### src/rtl/tmr8_pkg.sv
package tmr8_pkg;
    localparam int ADDR_W = 2;
    localparam logic [ADDR_W-1:0] A_CTRL  = 2'd0;
    localparam logic [ADDR_W-1:0] A_COUNT = 2'd1;
    localparam logic [ADDR_W-1:0] A_CMP   = 2'd2;
    localparam logic [ADDR_W-1:0] A_FLAGS = 2'd3;
    localparam int NUM_TAPS = 5;

    typedef enum logic [1:0] {
        MODE_WRAP = 2'd0,
        MODE_CLR  = 2'd1,
        MODE_PWM  = 2'd2,
        MODE_SQW  = 2'd3
    } mode_e;

    typedef enum logic {
        DIR_RISE = 1'b0,
        DIR_FALL = 1'b1
    } dir_e;
endpackage

### src/rtl/tmr8_tick.sv
module tmr8_tick #(
    parameter int PRE_W = 10
) (
    input  logic       clk,
    input  logic       rst_n,
    input  logic [2:0] src_sel,
    input  logic       ext_pin,
    output logic       tick
);
    import tmr8_pkg::*;

    // Divider exponent for each prescaled source code 1..5
    function automatic int tap_shift(input int idx);
        case (idx)
            0:       return 0;
            1:       return 3;
            2:       return 6;
            3:       return 8;
            default: return 10;
        endcase
    endfunction

    logic [PRE_W-1:0]    pre_q;
    logic [NUM_TAPS-1:0] tap;
    logic                sync1_q, sync2_q, sync3_q;
    logic                ext_rise, ext_fall;

    always_ff @(posedge clk) begin
        if (!rst_n) begin
            pre_q   <= '0;
            sync1_q <= 1'b0;
            sync2_q <= 1'b0;
            sync3_q <= 1'b0;
        end else begin
            pre_q   <= pre_q + 1'b1;
            sync1_q <= ext_pin;
            sync2_q <= sync1_q;
            sync3_q <= sync2_q;
        end
    end

    for (genvar g = 0; g < NUM_TAPS; g++) begin : g_tap
        if (tap_shift(g) == 0) begin : g_full
            assign tap[g] = 1'b1;
        end else begin : g_div
            assign tap[g] = &pre_q[tap_shift(g)-1:0];
        end
    end

    assign ext_rise = sync2_q & ~sync3_q;
    assign ext_fall = ~sync2_q & sync3_q;

    always_comb begin
        unique case (src_sel)
            3'd0: tick = 1'b0;
            3'd1: tick = tap[0];
            3'd2: tick = tap[1];
            3'd3: tick = tap[2];
            3'd4: tick = tap[3];
            3'd5: tick = tap[4];
            3'd6: tick = ext_fall;
            3'd7: tick = ext_rise;
        endcase
    end
endmodule

### src/rtl/tmr8_core.sv
module tmr8_core #(
    parameter int W = 8
) (
    input  logic             clk,
    input  logic             rst_n,
    input  logic             tick,
    input  tmr8_pkg::mode_e  mode,
    input  logic             cnt_wr,
    input  logic [W-1:0]     cnt_wdata,
    input  logic [W-1:0]     cmp_buf,
    output logic [W-1:0]     cnt,
    output logic [W-1:0]     cmp_act,
    output tmr8_pkg::dir_e   dir,
    output logic             ovf_ev,
    output logic             cmp_ev
);
    import tmr8_pkg::*;

    localparam logic [W-1:0] TOP    = '1;
    localparam logic [W-1:0] BOTTOM = '0;

    dir_e         state_q, state_d;
    logic [W-1:0] cnt_q, cnt_d, cmp_q, cmp_d;

    // State register
    always_ff @(posedge clk) begin
        if (!rst_n) begin
            state_q <= DIR_RISE;
            cnt_q   <= '0;
            cmp_q   <= '0;
        end else begin
            state_q <= state_d;
            cnt_q   <= cnt_d;
            cmp_q   <= cmp_d;
        end
    end

    // Direction transitions
    always_comb begin
        state_d = state_q;
        if (mode != MODE_PWM) begin
            state_d = DIR_RISE;
        end else if (tick) begin
            unique case (state_q)
                DIR_RISE: if (cnt_q == TOP)    state_d = DIR_FALL;
                DIR_FALL: if (cnt_q == BOTTOM) state_d = DIR_RISE;
            endcase
        end
    end

    // Counter, compare shadow and event outputs
    always_comb begin
        cnt_d  = cnt_q;
        cmp_d  = (mode == MODE_PWM) ? cmp_q : cmp_buf;
        ovf_ev = 1'b0;
        cmp_ev = tick && (cnt_q == cmp_q);
        if (tick) begin
            unique case (mode)
                MODE_WRAP: begin
                    cnt_d  = cnt_q + 1'b1;
                    ovf_ev = (cnt_q == TOP);
                end
                MODE_CLR, MODE_SQW: begin
                    cnt_d  = (cnt_q == cmp_q) ? BOTTOM : cnt_q + 1'b1;
                    ovf_ev = (cnt_q == TOP);
                end
                MODE_PWM: begin
                    unique case (state_q)
                        DIR_RISE: begin
                            if (cnt_q == TOP) begin
                                cnt_d = cnt_q - 1'b1;
                                cmp_d = cmp_buf;
                            end else begin
                                cnt_d = cnt_q + 1'b1;
                            end
                        end
                        DIR_FALL: begin
                            if (cnt_q == BOTTOM) begin
                                cnt_d  = cnt_q + 1'b1;
                                ovf_ev = 1'b1;
                            end else begin
                                cnt_d = cnt_q - 1'b1;
                            end
                        end
                    endcase
                end
            endcase
        end
        if (cnt_wr) cnt_d = cnt_wdata;
    end

    assign cnt     = cnt_q;
    assign cmp_act = cmp_q;
    assign dir     = state_q;
endmodule

### src/rtl/tmr8_wave.sv
module tmr8_wave (
    input  logic            clk,
    input  logic            rst_n,
    input  tmr8_pkg::mode_e mode,
    input  tmr8_pkg::dir_e  dir,
    input  logic            cmp_ev,
    output logic            wave
);
    import tmr8_pkg::*;

    logic wave_q, wave_d;

    always_ff @(posedge clk) begin
        if (!rst_n) wave_q <= 1'b0;
        else        wave_q <= wave_d;
    end

    always_comb begin
        unique case (mode)
            MODE_WRAP, MODE_CLR: wave_d = 1'b0;
            MODE_SQW:            wave_d = cmp_ev ? ~wave_q : wave_q;
            MODE_PWM:            wave_d = cmp_ev ? (dir == DIR_FALL) : wave_q;
        endcase
    end

    assign wave = wave_q;
endmodule

### src/rtl/tmr8_pwm.sv
module tmr8_pwm #(
    parameter int W     = 8,
    parameter int PRE_W = 10
) (
    input  logic         clk,
    input  logic         rst_n,
    input  logic [1:0]   bus_addr,
    input  logic         bus_wr,
    input  logic [W-1:0] bus_wdata,
    output logic [W-1:0] bus_rdata,
    input  logic         ext_pin,
    input  logic         ack_ovf,
    input  logic         ack_cmp,
    output logic         wave_out,
    output logic         irq_ovf,
    output logic         irq_cmp
);
    import tmr8_pkg::*;

    localparam int PAD_CTRL  = W - 5;
    localparam int PAD_FLAGS = W - 4;

    logic [2:0]   src_q;
    mode_e        mode_q;
    logic [W-1:0] cmp_buf_q;
    logic         f_ovf_q, f_cmp_q, m_ovf_q, m_cmp_q;
    logic         tick, cnt_wr, ovf_ev, cmp_ev, clr_ovf, clr_cmp;
    logic [W-1:0] cnt_q, cmp_act;
    dir_e         dir;

    assign cnt_wr  = bus_wr && (bus_addr == A_COUNT);
    assign clr_ovf = ack_ovf | (bus_wr && (bus_addr == A_FLAGS) && bus_wdata[0]);
    assign clr_cmp = ack_cmp | (bus_wr && (bus_addr == A_FLAGS) && bus_wdata[1]);

    always_ff @(posedge clk) begin
        if (!rst_n) begin
            src_q     <= '0;
            mode_q    <= MODE_WRAP;
            cmp_buf_q <= '0;
            f_ovf_q   <= 1'b0;
            f_cmp_q   <= 1'b0;
            m_ovf_q   <= 1'b0;
            m_cmp_q   <= 1'b0;
        end else begin
            if (bus_wr && bus_addr == A_CTRL) begin
                src_q  <= bus_wdata[2:0];
                mode_q <= mode_e'(bus_wdata[4:3]);
            end
            if (bus_wr && bus_addr == A_CMP) cmp_buf_q <= bus_wdata;
            if (bus_wr && bus_addr == A_FLAGS) begin
                m_ovf_q <= bus_wdata[2];
                m_cmp_q <= bus_wdata[3];
            end
            f_ovf_q <= (f_ovf_q & ~clr_ovf) | ovf_ev;
            f_cmp_q <= (f_cmp_q & ~clr_cmp) | cmp_ev;
        end
    end

    tmr8_tick #(.PRE_W(PRE_W)) u_tick (
        .clk(clk), .rst_n(rst_n), .src_sel(src_q), .ext_pin(ext_pin), .tick(tick)
    );

    tmr8_core #(.W(W)) u_core (
        .clk(clk), .rst_n(rst_n), .tick(tick), .mode(mode_q),
        .cnt_wr(cnt_wr), .cnt_wdata(bus_wdata), .cmp_buf(cmp_buf_q),
        .cnt(cnt_q), .cmp_act(cmp_act), .dir(dir),
        .ovf_ev(ovf_ev), .cmp_ev(cmp_ev)
    );

    tmr8_wave u_wave (
        .clk(clk), .rst_n(rst_n), .mode(mode_q), .dir(dir),
        .cmp_ev(cmp_ev), .wave(wave_out)
    );

    always_comb begin
        unique case (bus_addr)
            A_CTRL:  bus_rdata = {{PAD_CTRL{1'b0}}, mode_q, src_q};
            A_COUNT: bus_rdata = cnt_q;
            A_CMP:   bus_rdata = cmp_buf_q;
            A_FLAGS: bus_rdata = {{PAD_FLAGS{1'b0}}, m_cmp_q, m_ovf_q, f_cmp_q, f_ovf_q};
        endcase
    end

    assign irq_ovf = f_ovf_q & m_ovf_q;
    assign irq_cmp = f_cmp_q & m_cmp_q;
endmodule

### config.mk
export PLATFORM = sky130hd
export DESIGN_NAME = tmr8_pwm
export DESIGN_NICKNAME = d
export VERILOG_FILES = /design/src/rtl/tmr8_pkg.sv /design/src/rtl/tmr8_tick.sv /design/src/rtl/tmr8_core.sv /design/src/rtl/tmr8_wave.sv /design/src/rtl/tmr8_pwm.sv
export SDC_FILE = /design/constraint.sdc
export NUM_CORES = 1
export LEC_CHECK = 0
export BUFFER_PORTS_ARGS = -buffer_cell sky130_fd_sc_hd__buf_2
export CAP_MARGIN = 20
export CORE_AREA = 3 3 65 82
export CTS_CLUSTER_SIZE = 10
export DETAILED_ROUTE_END_ITERATION = 7
export DIE_AREA = 0 0 68 85
export PLACE_DENSITY = 0.77
export SLEW_MARGIN = 20
export SYNTH_ARGS = -nofsm -noshare
export SYNTH_HDL_FRONTEND = slang
export SYNTH_SLANG_ARGS = --single-unit
### constraint.sdc
create_clock -name clk -period 2.58 [get_ports clk]
set_input_delay 0.258 -clock clk [delete_from_list [all_inputs] [get_ports clk]]
set_output_delay 0.258 -clock clk [all_outputs]
set_load 0.01 [all_outputs]
==> run summary, run 1 <==
The final hold violation count is 0, and the total length of routed wires is 6690 um. For this design the ratio of total power to cell area is 529 mW/mm^2. The final clock period utilization by the worst path is 0.903, and the max-slew violation count is 0. Share of the synthesized area in compound gates (AO/OA/AOI/OAI): 0.190. The repair_antennas step left the layout with diodes totalling 0. The run gives 0.517 as the relative max-transition margin. The net count of the finished layout is 363. Together, buffers and inverters on the worst path number 0. The final-layout setup total negative slack was 0 ns; the layout cell share with drive strength beyond 1 was 0.175. The type of element launching the critical path was a flop. The logs give 0.358 for the fraction of the yosys area taken by sequential cells and 403 for the number of non-filler instances in the completed layout. The average detailed-routed wire length per instance is 16.6 um, and the number of synthesized flops with an enable pin is 0. The clock passes through at most 2 buffers. The share of synthesized cell area in and, or, nand and nor gates was 0.263; the global placer's final weighted congestion was 0.945.

The nature of the critical path endpoint was a flop. After clock tree synthesis, the clock-pin slew on the worst setup and hold paths is 0.09 ns. The area fraction of the dominant cell type after synthesis was 0.358. After synthesis, the netlist uses 56 different library cells. When the netlist entered floorplanning its net count stood at 340. After clock tree synthesis, the flow added hold-fix buffers numbering 0. Data on the critical path is required at its endpoint by 2.81 ns. After filler insertion, the fill cell instance count of the layout stands at 410. The post-cts gate resize count was 0.

Dominant cell type by area after synthesis: dfxtp_1. The count of routing violations after the opening detailed-route iteration was 190. The via count of the first global-routing pass is 2442.

After detailed routing, the number of vias per cell comes to 6.17. The multiplexer area fraction after synthesis is 0.0671. Summed over all cells, the static leakage comes to 1.12 nW. The actual slew at the worst max-slew pin was 0.718 ns.

For the number of buffers inserted during clock tree synthesis, the log shows 5. The pre-antenna-repair detailed-routing pass consisted of 5 iterations. Register bit count reported by yosys: 48. TritonCTS built the clock tree. The maximum vdd drop came out at 0.000299 V. The width of the chip works out to 68 um.

The die is 85 um tall. Entering global routing, the biggest net connects 30 pins. The number of input and output port buffers inserted was 26. The path class of the tightest hold or removal check is in2reg.

On the critical path, the stage with the largest delay is an instance of o31ai_1. The wire length of the first global-routing pass is 11200 um. Traced cell by cell, the critical path runs through ha_1, nand4_2, nor2_1, o31ai_1, o41a_1, nand3_1, o21ai_1. The post-synthesis area per instance works out to 8.41 um^2. The global router's overall resource usage came out at 0.253. The tools report the placeable core area as 0.00469 mm^2.

The run finished with clean final reports. Post-route minimum period: 2.33 ns. The adder and majority cell fraction of the synthesized area is 0.0233, and the number of top-level design ports is 27.

The tools report the final hold slack as 0.167 ns. The number of failing setup endpoints in the final timing report was 0. In the routed design, unresolved DRC markers number 0.

The worst stage delay on the critical path was 0.63 ns. The initial core utilization is 0.572, and the fraction of registers with async set/reset is 0. For the half-perimeter wire length after detailed placement, the log shows 5000 um. The remaining number of nets flagged by the antenna check after routing is 0.

Between clock sinks in the finished design, the worst skew comes to 0.00793 ns. Maximum fanout count along the critical path: 16. After clock tree synthesis, the setup repair step added 0 buffers.

CTS placed an instance of clkbuf_8 at the clock tree root. The initial antenna violation count is 0. Cell area after placement: 0.00287 mm^2. The gate count of the mapped netlist came out at 319. The tool flagged a number of max-cap violations equal to 0. The commonest register cell after synthesis is dfxtp_1.

The maximum clock frequency is 429 MHz. The critical path is of the reg2reg type. The post-synthesis xor/xnor area fraction was 0.0490.

Category of cells accounting for the largest share of critical-path delay: compound AO/OA/AOI/OAI gates. The cell area after layout was 0.00299 mm^2; the synthesized cell area was 0.00268 mm^2. At the worst endpoint, the arrival time is 2.57 ns.

The initialized floorplan defines 28 standard-cell rows. The main combinational cell family by area after synthesis was simple AND/OR/NAND/NOR gates. The completed layout was analyzed and its total power is 1.58 mW. The Yosys step of the flow raised 0 warnings. The final global-route overflow total came out at 0. Setup repair after global routing left no endpoint under its margin. Clock tree synthesis found a total of 48 sinks.

The number of placed cells counting well taps is 395, and the number of vias after detailed routing is 2487. The floorplan step defined a die boundary enclosing 0.00578 mm^2. The H-tree was split into 2 levels.

The clock insertion delay at the later pin of the skew report came out at 0.30 ns. In the post-synthesis netlist, the biggest area contributors are dfxtp_1 36%, nand3_1 5.8%, nand2_1 4.6%. From synthesis to final layout, the design area changed by 11.6%.
state kept, by name (all words and copies together) (netlist names):
signal	flops
m_cmp_q	1
f_cmp_q	1
u_core.cnt	8
u_tick.pre_q	10
mode_q	2
f_ovf_q	1
m_ovf_q	1
cmp_buf_q	8
u_tick.sync3_q	1
u_core.dir	1
u_tick.sync2_q	1
u_tick.sync1_q	1
src_q	3
u_core.cmp_act	8
u_wave.wave	1
layer usage:
metal  up-vias  part of all wire  track usage
li1       1193                 -            -
met1      1170              0.38        0.294
met2        97              0.51        0.410
met3        27             0.058       0.0503
met4         0             0.044        0.163
met5         -                 0            0
final timing paths:
kind                    from                 to  slack, ns  depth (start not counted)
min                  ext_pin     u_tick.sync1_q       0.17                          2
min reg2reg   u_tick.sync1_q     u_tick.sync2_q       0.45                          1
max reg2reg  u_tick.pre_q[0]  u_core.cmp_act[6]       0.25                          7
max          u_tick.pre_q[0]  u_core.cmp_act[6]       0.25                          7
cell families after synthesis:
| kind of cell | count (synthesis) |
|---|---|
| and+or+nand+nor | 137 |
| adders and majority gates | 5 |
| muxes | 13 |
| DFF | 48 |
| AOI/OAI and AO/OA | 71 |
| buffers and inverters | 30 |
| xor gates and xnor gates | 15 |
cells in the mapped netlist (2+ instances only):
cell and number:
dfxtp_1 48, nand2_1 33, nor2_1 32, nand3_1 31
a21oi_1 14, clkbuf_1 13, xnor2_1 12, o21ai_0 10
inv_1 9, mux2i_1 9, and2_1 8, o21ai_1 8
a31oi_1 5, buf_2 5, ha_1 5, nand4_1 5
a311oi_1 4, mux4_2 4, nor2b_1 4, a22o_1 3
and3_1 3, nor3_1 3, nor3b_1 3, o311ai_1 3
o31ai_1 3, or3_1 3, xor2_1 3, a211oi_1 2
a31o_2 2, buf_6 2, nand2b_1 2, nand3b_1 2
nor4_4 2, o211ai_1 2
placed cells by master, fill, tap and decap left out, types with 9 or more instances in the layout:
cell type | synthesis | layout
buf_4 | 0 | 10
nand2_1 | 33 | 33
xnor2_1 | 12 | 12
o21ai_0 | 10 | 10
inv_1 | 9 | 9
mux2i_1 | 9 | 9
nor2_1 | 32 | 32
buf_2 | 5 | 26
dfxtp_1 | 48 | 48
nand3_1 | 31 | 31
a21oi_1 | 14 | 14
cell type report:
cell class	instances	area (um^2)	area share
Multi-Input combinational cell	241	1590	0.531
Sequential cell	48	961	0.321
Timing Repair Buffer	36	205	0.0685
Clock buffer	7	96.3	0.0322
Tap cell	60	75.1	0.0251
Inverter	10	37.5	0.0125
Clock inverter	1	30.0	0.0100
worst register-to-register path: stages (launching register included):
cell and delay [ns]:
dfxtp_1 0.34, ha_1 0.24, nand4_2 0.14, nor2_1 0.08, o31ai_1 0.63, o41a_1 0.59
nand3_1 0.15, o21ai_1 0.10
power breakdown:
group	leakage [nW]	internal, mW	switching, mW	total [mW]
clock network	0.0645	0.342	0.252	0.594
registers	0.390	0.764	0.0340	0.798
logic	0.664	0.0803	0.112	0.192
total	1.12	1.19	0.398	1.58
through the flow:
| stage | worst slack [ns] | utilization |
|---|---|---|
| floorplan | 0.377 | - |
| global placement | 0.378 | 0.611 |
| detailed placement | 0.292 | 0.611 |
| CTS | 0.252 | 0.638 |
| global route | 0.0221 | 0.638 |
| finish | 0.249 | 0.638 |
Note: power is estimated with default switching activity, not from simulation.
==> inputs of run 2 (changes only) <==
- CORE_AREA: 3 3 65 82 -> 2 2 64 81
- DIE_AREA: 0 0 68 85 -> 0 0 66 83
==> run 2 against run 1 <==
Routed wire length decreased by 3.2%. Via count decreased by 2.0%. Critical path depth increased by 1. Hold slack improved by 0.0049 ns. Highest routed layer unchanged.
==> run summary, run 2 (same netlist as run 1, synthesis figures left out) <==
Via count of the first global-routing pass: 2242 (-8.2%). Broken down by cell family, the worst path's largest delay share belongs to compound AO/OA/AOI/OAI gates. Largest clock skew in the final design: 0.0103 ns (+0.00238 ns). The relative max-transition margin is 0.523 (+0.00570), and the maximum fanout count along the critical path is 10 (-6).

The average detailed-routed wire length per instance came out at 16.0 um (-3.9%). The post-route minimum period is 2.33 ns (+0.000284 ns), and the number of buffers inserted during clock tree synthesis is 5 (unchanged). The number of iterations in the first detailed-routing pass was 4 (-1). The run gives 429 MHz (about the same) as the maximum clock frequency.

For the maximum number of pins on one net before global-route repair, the log shows 30 (unchanged). In the layout the commonest cells are 48 x dfxtp_1, 33 x nand2_1, 32 x nor2_1. The maximum count of clock buffers along a single path is 2 (unchanged). The worst setup path is captured at a flop. The switching power of the nets was 375 uW (-5.8%). Signal arrival time at the worst endpoint: 2.51 ns (-0.06 ns). The number of failing setup endpoints in the final timing report was 0 (unchanged); the half-perimeter wire length after detailed placement was 4900 um (-2.1%). The final standard cell utilization of the core is 0.634 (-0.00400). The number of cells traversed by the worst register-to-register path is 8 (+1). CTS placed an instance of clkbuf_8 at the clock tree root. The worst stage delay on the critical path came out at 0.51 ns (-0.12 ns). The number of non-filler instances in the completed layout was 406 (+0.74%); the fraction of power spent switching nets was 0.266 (+0.0153).

The logs give 48 (unchanged) for the number of clock sinks seen by CTS and 0.00298 mm^2 (-0.63%) for the cell area after layout. The total length of routed wires is 6480 um (-3.2%). The tools report the number of filler cells placed in the layout as 426 (+3.9%). The sequential fraction of design power is 0.566 (+0.062), and the cell-internal power is 1.03 mW (-13%). The run gives 1.12 nW (-0.18%) as the leakage power figure.

The logs give 0.942 (-0.32%) for the global placer's final weighted congestion and 0 (unchanged) for the max-slew violation count. The tightest min-delay check is of the in2reg type. H-tree depth: 2 (unchanged). For this design, the slowest cell found on the critical path is dfxtp_1.

The number of flip-flops in the largest register is 10 (unchanged). The worst register-to-register path ends at u_core.cnt[4]. The actual slew at the worst max-slew pin was 0.709 ns (-0.00847 ns); the remaining number of nets flagged by the antenna check after routing was 0 (unchanged). Overall power consumption: 1.41 mW (-11%). In this run the most critical hold path is launched from ext_pin. The clock input transition at the sequential cells of the worst setup and hold paths came out at 0.09 ns (about the same). The required time of the worst setup path is 2.76 ns (-0.05 ns), and the global router's overall resource usage is 0.247 (-0.00605).

The logs give 0.25 ns (about the same) for the reg2reg setup slack and 0.30 ns (about the same) for the clock insertion delay at the later pin of the skew report. The tools report the met2 wire length as 3260 um (-5.4%). The tools report the max-capacitance violation count as 0 (unchanged). The tools report the maximum vdd drop as 0.000176 V (-41%). The final-layout setup total negative slack came out at 0 ns (unchanged). The part of the total power dissipated in the clock network is 0.294 (-0.081), and the area added between synthesis and finish is 10.9%.

The path with the worst hold slack has its endpoint at u_tick.sync1_q. Setup repair after global routing left no endpoint under its margin. The initial core utilization was 0.572 (unchanged); the number of input and output port buffers inserted was 26 (unchanged). The leading cell type in the layout, fill and taps excluded is dfxtp_1. The overall die height is 83 um (-2.4%).

The final clock period utilization by the worst path is 0.904 (about the same), and the total number of placement rows is 28 (unchanged). The layout net count came out at 367 (+1.1%). The worst register-to-register path begins at u_core.cnt[0]. For the cts-stage hold buffer count, the log shows 0 (unchanged). For the overall die area, the log shows 0.00548 mm^2 (-5.2%).

The layout cell share with drive strength beyond 1 works out to 0.179 (+0.00426). The buffer count from post-CTS setup fixing is 0 (unchanged). The cell area after placement came out at 0.00290 mm^2 (+1.0%). The type of the worst setup path is reg2reg. The placeable core area was 0.00469 mm^2 (unchanged); the number of vias after detailed routing was 2438 (-2.0%). The highest metal layer used by the detailed router was met4.

The final global-route overflow total came out at 0 (unchanged). The number of inserted diodes was 0 (unchanged). The worst setup path is launched from a flop.

The run gives 282 um (-28%) as the routed wire length on met3. The buffer and inverter count on the worst path is 1 (+1), and the number of remaining DRC errors is 0 (unchanged). The wire length of the first global-routing pass is 10600 um (-4.6%), and the total power density per cell area is 473 mW/mm^2 (-11%).

The tools report the combinational group share of total power as 0.141 (+0.020). The run finished with clean final reports. The per-cell via count in the routed design came out at 6.00 (-2.7%). u_tick.pre_q holds more flip-flops than any other register.

The number of placed cells counting well taps came out at 399 (+1.0%). The initial antenna violation count is 0 (unchanged), and the post-cts gate resize count is 0 (unchanged). The detailed-route wire length on metal 1 is 2800 um (+9.1%). The number of cells on the worst hold path works out to 2 (unchanged). TritonCTS built the clock tree. The critical path goes through inv_1, ha_1, and4bb_1, a21boi_2, and2_4, nor2_1, a2111oi_0, a311oi_1.

The final hold violation count was 0 (unchanged). The run gives 27 (unchanged) as the number of top-level design ports. Width of the chip: 66 um (-2.9%). The count of routing violations after the opening detailed-route iteration is 126 (-34%).
## run 2: final cells by class
type	instances	area [um^2]	area share
clock buffer	6	72.6	0.0244
clock inverter	1	5.00	0.00168
inverter	10	37.5	0.0126
multi-input combinational	241	1590	0.534
sequential	48	961	0.323
tap	60	75.1	0.0252
timing repair buffer	40	235	0.0791
## run 2: power by group through the flow
stage	clock network [mW]	registers (mW)	logic, mW
2_1_floorplan	0	0.795	0.149
5_1_grt	0.457	0.799	0.218
3_5_place_dp	0	0.813	0.196
4_1_cts	0.424	0.795	0.197
3_3_place_gp	0	0.811	0.195
6_report	0.413	0.795	0.198
## run 2: worst max-delay path by stage
stage                          to  cells past startpoint  slack [ns]     startpoint
CTS                 u_core.cnt[4]                      8        0.25  u_core.cnt[0]
detailed placement  u_core.cnt[4]                      8        0.26  u_core.cnt[0]
floorplan           u_core.cnt[4]                     10        0.38  u_core.cnt[0]
global route        u_core.cnt[4]                      8        0.09  u_core.cnt[0]
finish              u_core.cnt[4]                      8        0.25  u_core.cnt[0]
global placement    u_core.cnt[4]                      8        0.37  u_core.cnt[0]
## run 2: layer usage
layer  vias up  global-route usage
met5         -                   0
met4         0              0.0891
met3        13              0.0420
met2        60               0.407
met1      1164               0.320
li1       1201                   -
## run 2: worst reg2reg max path: cells and delay by family, from the launching register on
kind,cells,cell delay [ns]
AOI/OAI and AO/OA,3,0.81
and+or+nand+nor,3,0.57
DFF,1,0.51
adders and majority gates,1,0.21
buffers and inverters,1,0.11
## run 2: per-stage QoR
| step | setup slack [ns] | hold WS, ns |
|---|---|---|
| floorplan | 0.377 | 0.385 |
| global placement | 0.370 | 0.418 |
| detailed placement | 0.258 | 0.428 |
| CTS | 0.255 | 0.169 |
| global route | 0.0914 | 0.170 |
| finish | 0.249 | 0.172 |
==> inputs of run 3 (changes only) <==
- CORE_AREA: 2 2 64 81 -> 2 2 67 85
- DIE_AREA: 0 0 66 83 -> 0 0 69 87
- PLACE_DENSITY: 0.77 -> 0.74
- clock period: 2.58 -> 2 ns (I/O delays scaled with it)
==> run 3 against run 2 <==
Power up 46%. Maximum frequency up 18%. Via count up 11%. Clock power up 68%. Sequential power up 28%. Global-route usage up 0.50 points. Flip-flop and latch count unchanged. Core utilization up 3.0 points. Critical path type unchanged. Worst setup slack worse by 0.23 ns. Critical endpoint is now u_core.cnt[0].
==> run summary, run 3 (same netlist as run 1, synthesis figures left out) <==
The global placer's final weighted congestion came out at 0.995 (+5.7%). For the total length of routed wires, the log shows 7950 um (+23%). Required time of the worst setup path: 2.20 ns (-0.56 ns). The run finished with clean final reports. The run gives 0 (unchanged) as the max-capacitance violation count. The placeable core area is 0.00526 mm^2 (+12%), and the average detailed-routed wire length per instance is 17.9 um (+12%).

The nature of the critical path endpoint is a flop. Ranked by flip-flop count, first place goes to u_tick.pre_q. The largest clock skew in the final design is 0.00854 ns (-0.00177 ns). Number of failing setup endpoints in the final timing report: 0 (unchanged).

The overall die height is 87 um (+4.8%). The logs give 12100 um (+13%) for the wire length of the first global-routing pass and 444 (+9.4%) for the number of non-filler instances in the completed layout. The run gives 0.679 (+0.156) as the relative max-transition margin. The clock input transition at the sequential cells of the worst setup and hold paths came out at 0.09 ns (about the same). The run gives 30 (+7.1%) as the total number of placement rows. The leakage power figure came out at 1.35 nW (+21%). The most used routing layer is met2.

The number of iterations in the first detailed-routing pass was 5 (+1); the count of routing violations after the opening detailed-route iteration was 175 (+39%). The maximum fanout count along the critical path is 6 (-4), and the signal arrival time at the worst endpoint is 2.18 ns (-0.33 ns). The worst setup path is launched from a flop. The clock insertion delay at the later pin of the skew report is 0.30 ns (about the same). The max-slew violation count came out at 0 (unchanged). Number of input and output port buffers inserted: 26 (unchanged). Number of vias after detailed routing: 2702 (+11%). The maximum clock frequency was 506 MHz (+18%); the per-cell via count in the routed design was 6.09 (+1.3%).

The actual slew at the worst max-slew pin is 0.478 ns (-0.231 ns), and the global routing met1 resource utilization is 0.308 (-0.0115). Setup repair after global routing could not meet its margin everywhere. The logs give 30 (unchanged) for the maximum number of pins on one net before global-route repair and 2454 (+9.5%) for the via count of the first global-routing pass.

The final global-route overflow total was 0 (unchanged). The run gives 0.252 (+0.00499) as the global router's overall resource usage. The logs give 400 (+9.0%) for the layout net count and 2 (unchanged) for the H-tree depth.

The initial antenna violation count is 0 (unchanged). The layout cell share with drive strength beyond 1 was 0.318 (+0.139); the total power density per cell area was 591 mW/mm^2 (+25%). The run gives 27 (unchanged) as the number of top-level design ports.

The number of flip-flops in the largest register is 10 (unchanged). The logs give 0.0301 (-0.0119) for the met3 capacity usage during global routing and 0 (unchanged) for the number of remaining DRC errors. Final clock period utilization by the worst path: 0.989 (+0.0852). The critical path is of the reg2reg type. The initial core utilization is 0.511 (-0.0610), and the overall die area is 0.00600 mm^2 (+9.6%).

Number of inserted diodes: 0 (unchanged). Number of filler cells placed in the layout: 425 (-0.23%). The tools report the number of clock sinks seen by CTS as 48 (unchanged). Class of the most critical hold timing path: in2reg.

The width of the chip is 69 um (+4.5%), and the met2 usage is 0.438 (+0.0311). The leading cell type in the layout, fill and taps excluded is dfxtp_1. Leaving out fill and tap cells, the most frequent cells in the layout are 44 x dfxtp_1, 40 x buf_4, 32 x nand2_1.

The area of the multi-input gates came out at 0.00176 mm^2 (+11%). The final standard cell utilization of the core is 0.664 (+0.0298), and the cts-stage hold buffer count is 0 (unchanged). The logs give 973 um^2 (+1.3%) for the sequential cell area and 0 (unchanged) for the remaining number of nets flagged by the antenna check after routing. From synthesis to final layout, the design area changed by 29.9%. The tools report the maximum count of clock buffers along a single path as 2 (unchanged). The maximum vdd drop was 0.000266 V (+51%).

Number of buffers inserted during clock tree synthesis: 5 (unchanged). The final hold violation count is 0 (unchanged). TritonCTS built the clock tree. The number of placed cells counting well taps is 431 (+8.0%), and the half-perimeter wire length after detailed placement is 5680 um (+16%). Post-route minimum period: 1.98 ns (-0.354 ns).

The root buffer cell chosen for the clock tree is clkbuf_8.
-- run 3: worst max-delay path: stages, from the launching register on --
cell	delay, ns
dfxtp_2	0.36
ha_4	0.18
ha_4	0.13
a21oi_1	0.06
nor2_1	0.21
a41oi_4	0.07
or2_4	0.31
or3_4	0.34
a311oi_2	0.23
-- run 3: through the flow --
step	setup TNS, ns	total power, mW	instance area (um^2)	worst slack (ns)	hold slack, ns
3_3_place_gp	-0.0517	1.34	3160	-0.0406	0.414
5_1_grt	-0.384	2.12	3490	-0.0848	0.112
2_1_floorplan	-0.00325	1.23	2720	-0.00325	0.327
3_5_place_dp	-0.346	1.35	3160	-0.168	0.416
4_1_cts	0	2.04	3320	0.00390	0.103
6_report	0	2.06	3490	0.0225	0.104
-- run 3: final timing paths --
path	from	to	slack [ns]	cells after the start
hold / removal	ext_pin	u_tick.sync1_q	0.10	2
hold reg to reg	u_tick.sync1_q	u_tick.sync2_q	0.44	1
setup reg to reg	u_tick.pre_q[0]	u_core.cnt[0]	0.02	8
setup / recovery	u_tick.pre_q[0]	u_core.cnt[0]	0.02	8
-- run 3: what timing repair did --
item,CTS,global route
setup endpoints to repair,8,19
pin swaps,6,10
buffers inserted,3,2
gates resized for setup,8,29
-- run 3: routing by layer --
metal  vias up  share of wire
met2       123           0.52
met3        22          0.058
met5         -              0
met4         0          0.035
li1       1268              -
met1      1289           0.39
-- run 3: area by class of cell --
cell class,instances,area share
clock buffer,6,0.0208
clock inverter,2,0.0100
inverter,10,0.0108
multi-input combinational,241,0.505
sequential,48,0.279
tap,64,0.0230
timing repair buffer,73,0.151
-- run 3: power breakdown --
group	leakage (nW)	switching (mW)	internal (mW)
Sequential	0.392	0.0370	0.985
Combinational	0.907	0.190	0.154
Clock	0.0552	0.321	0.371
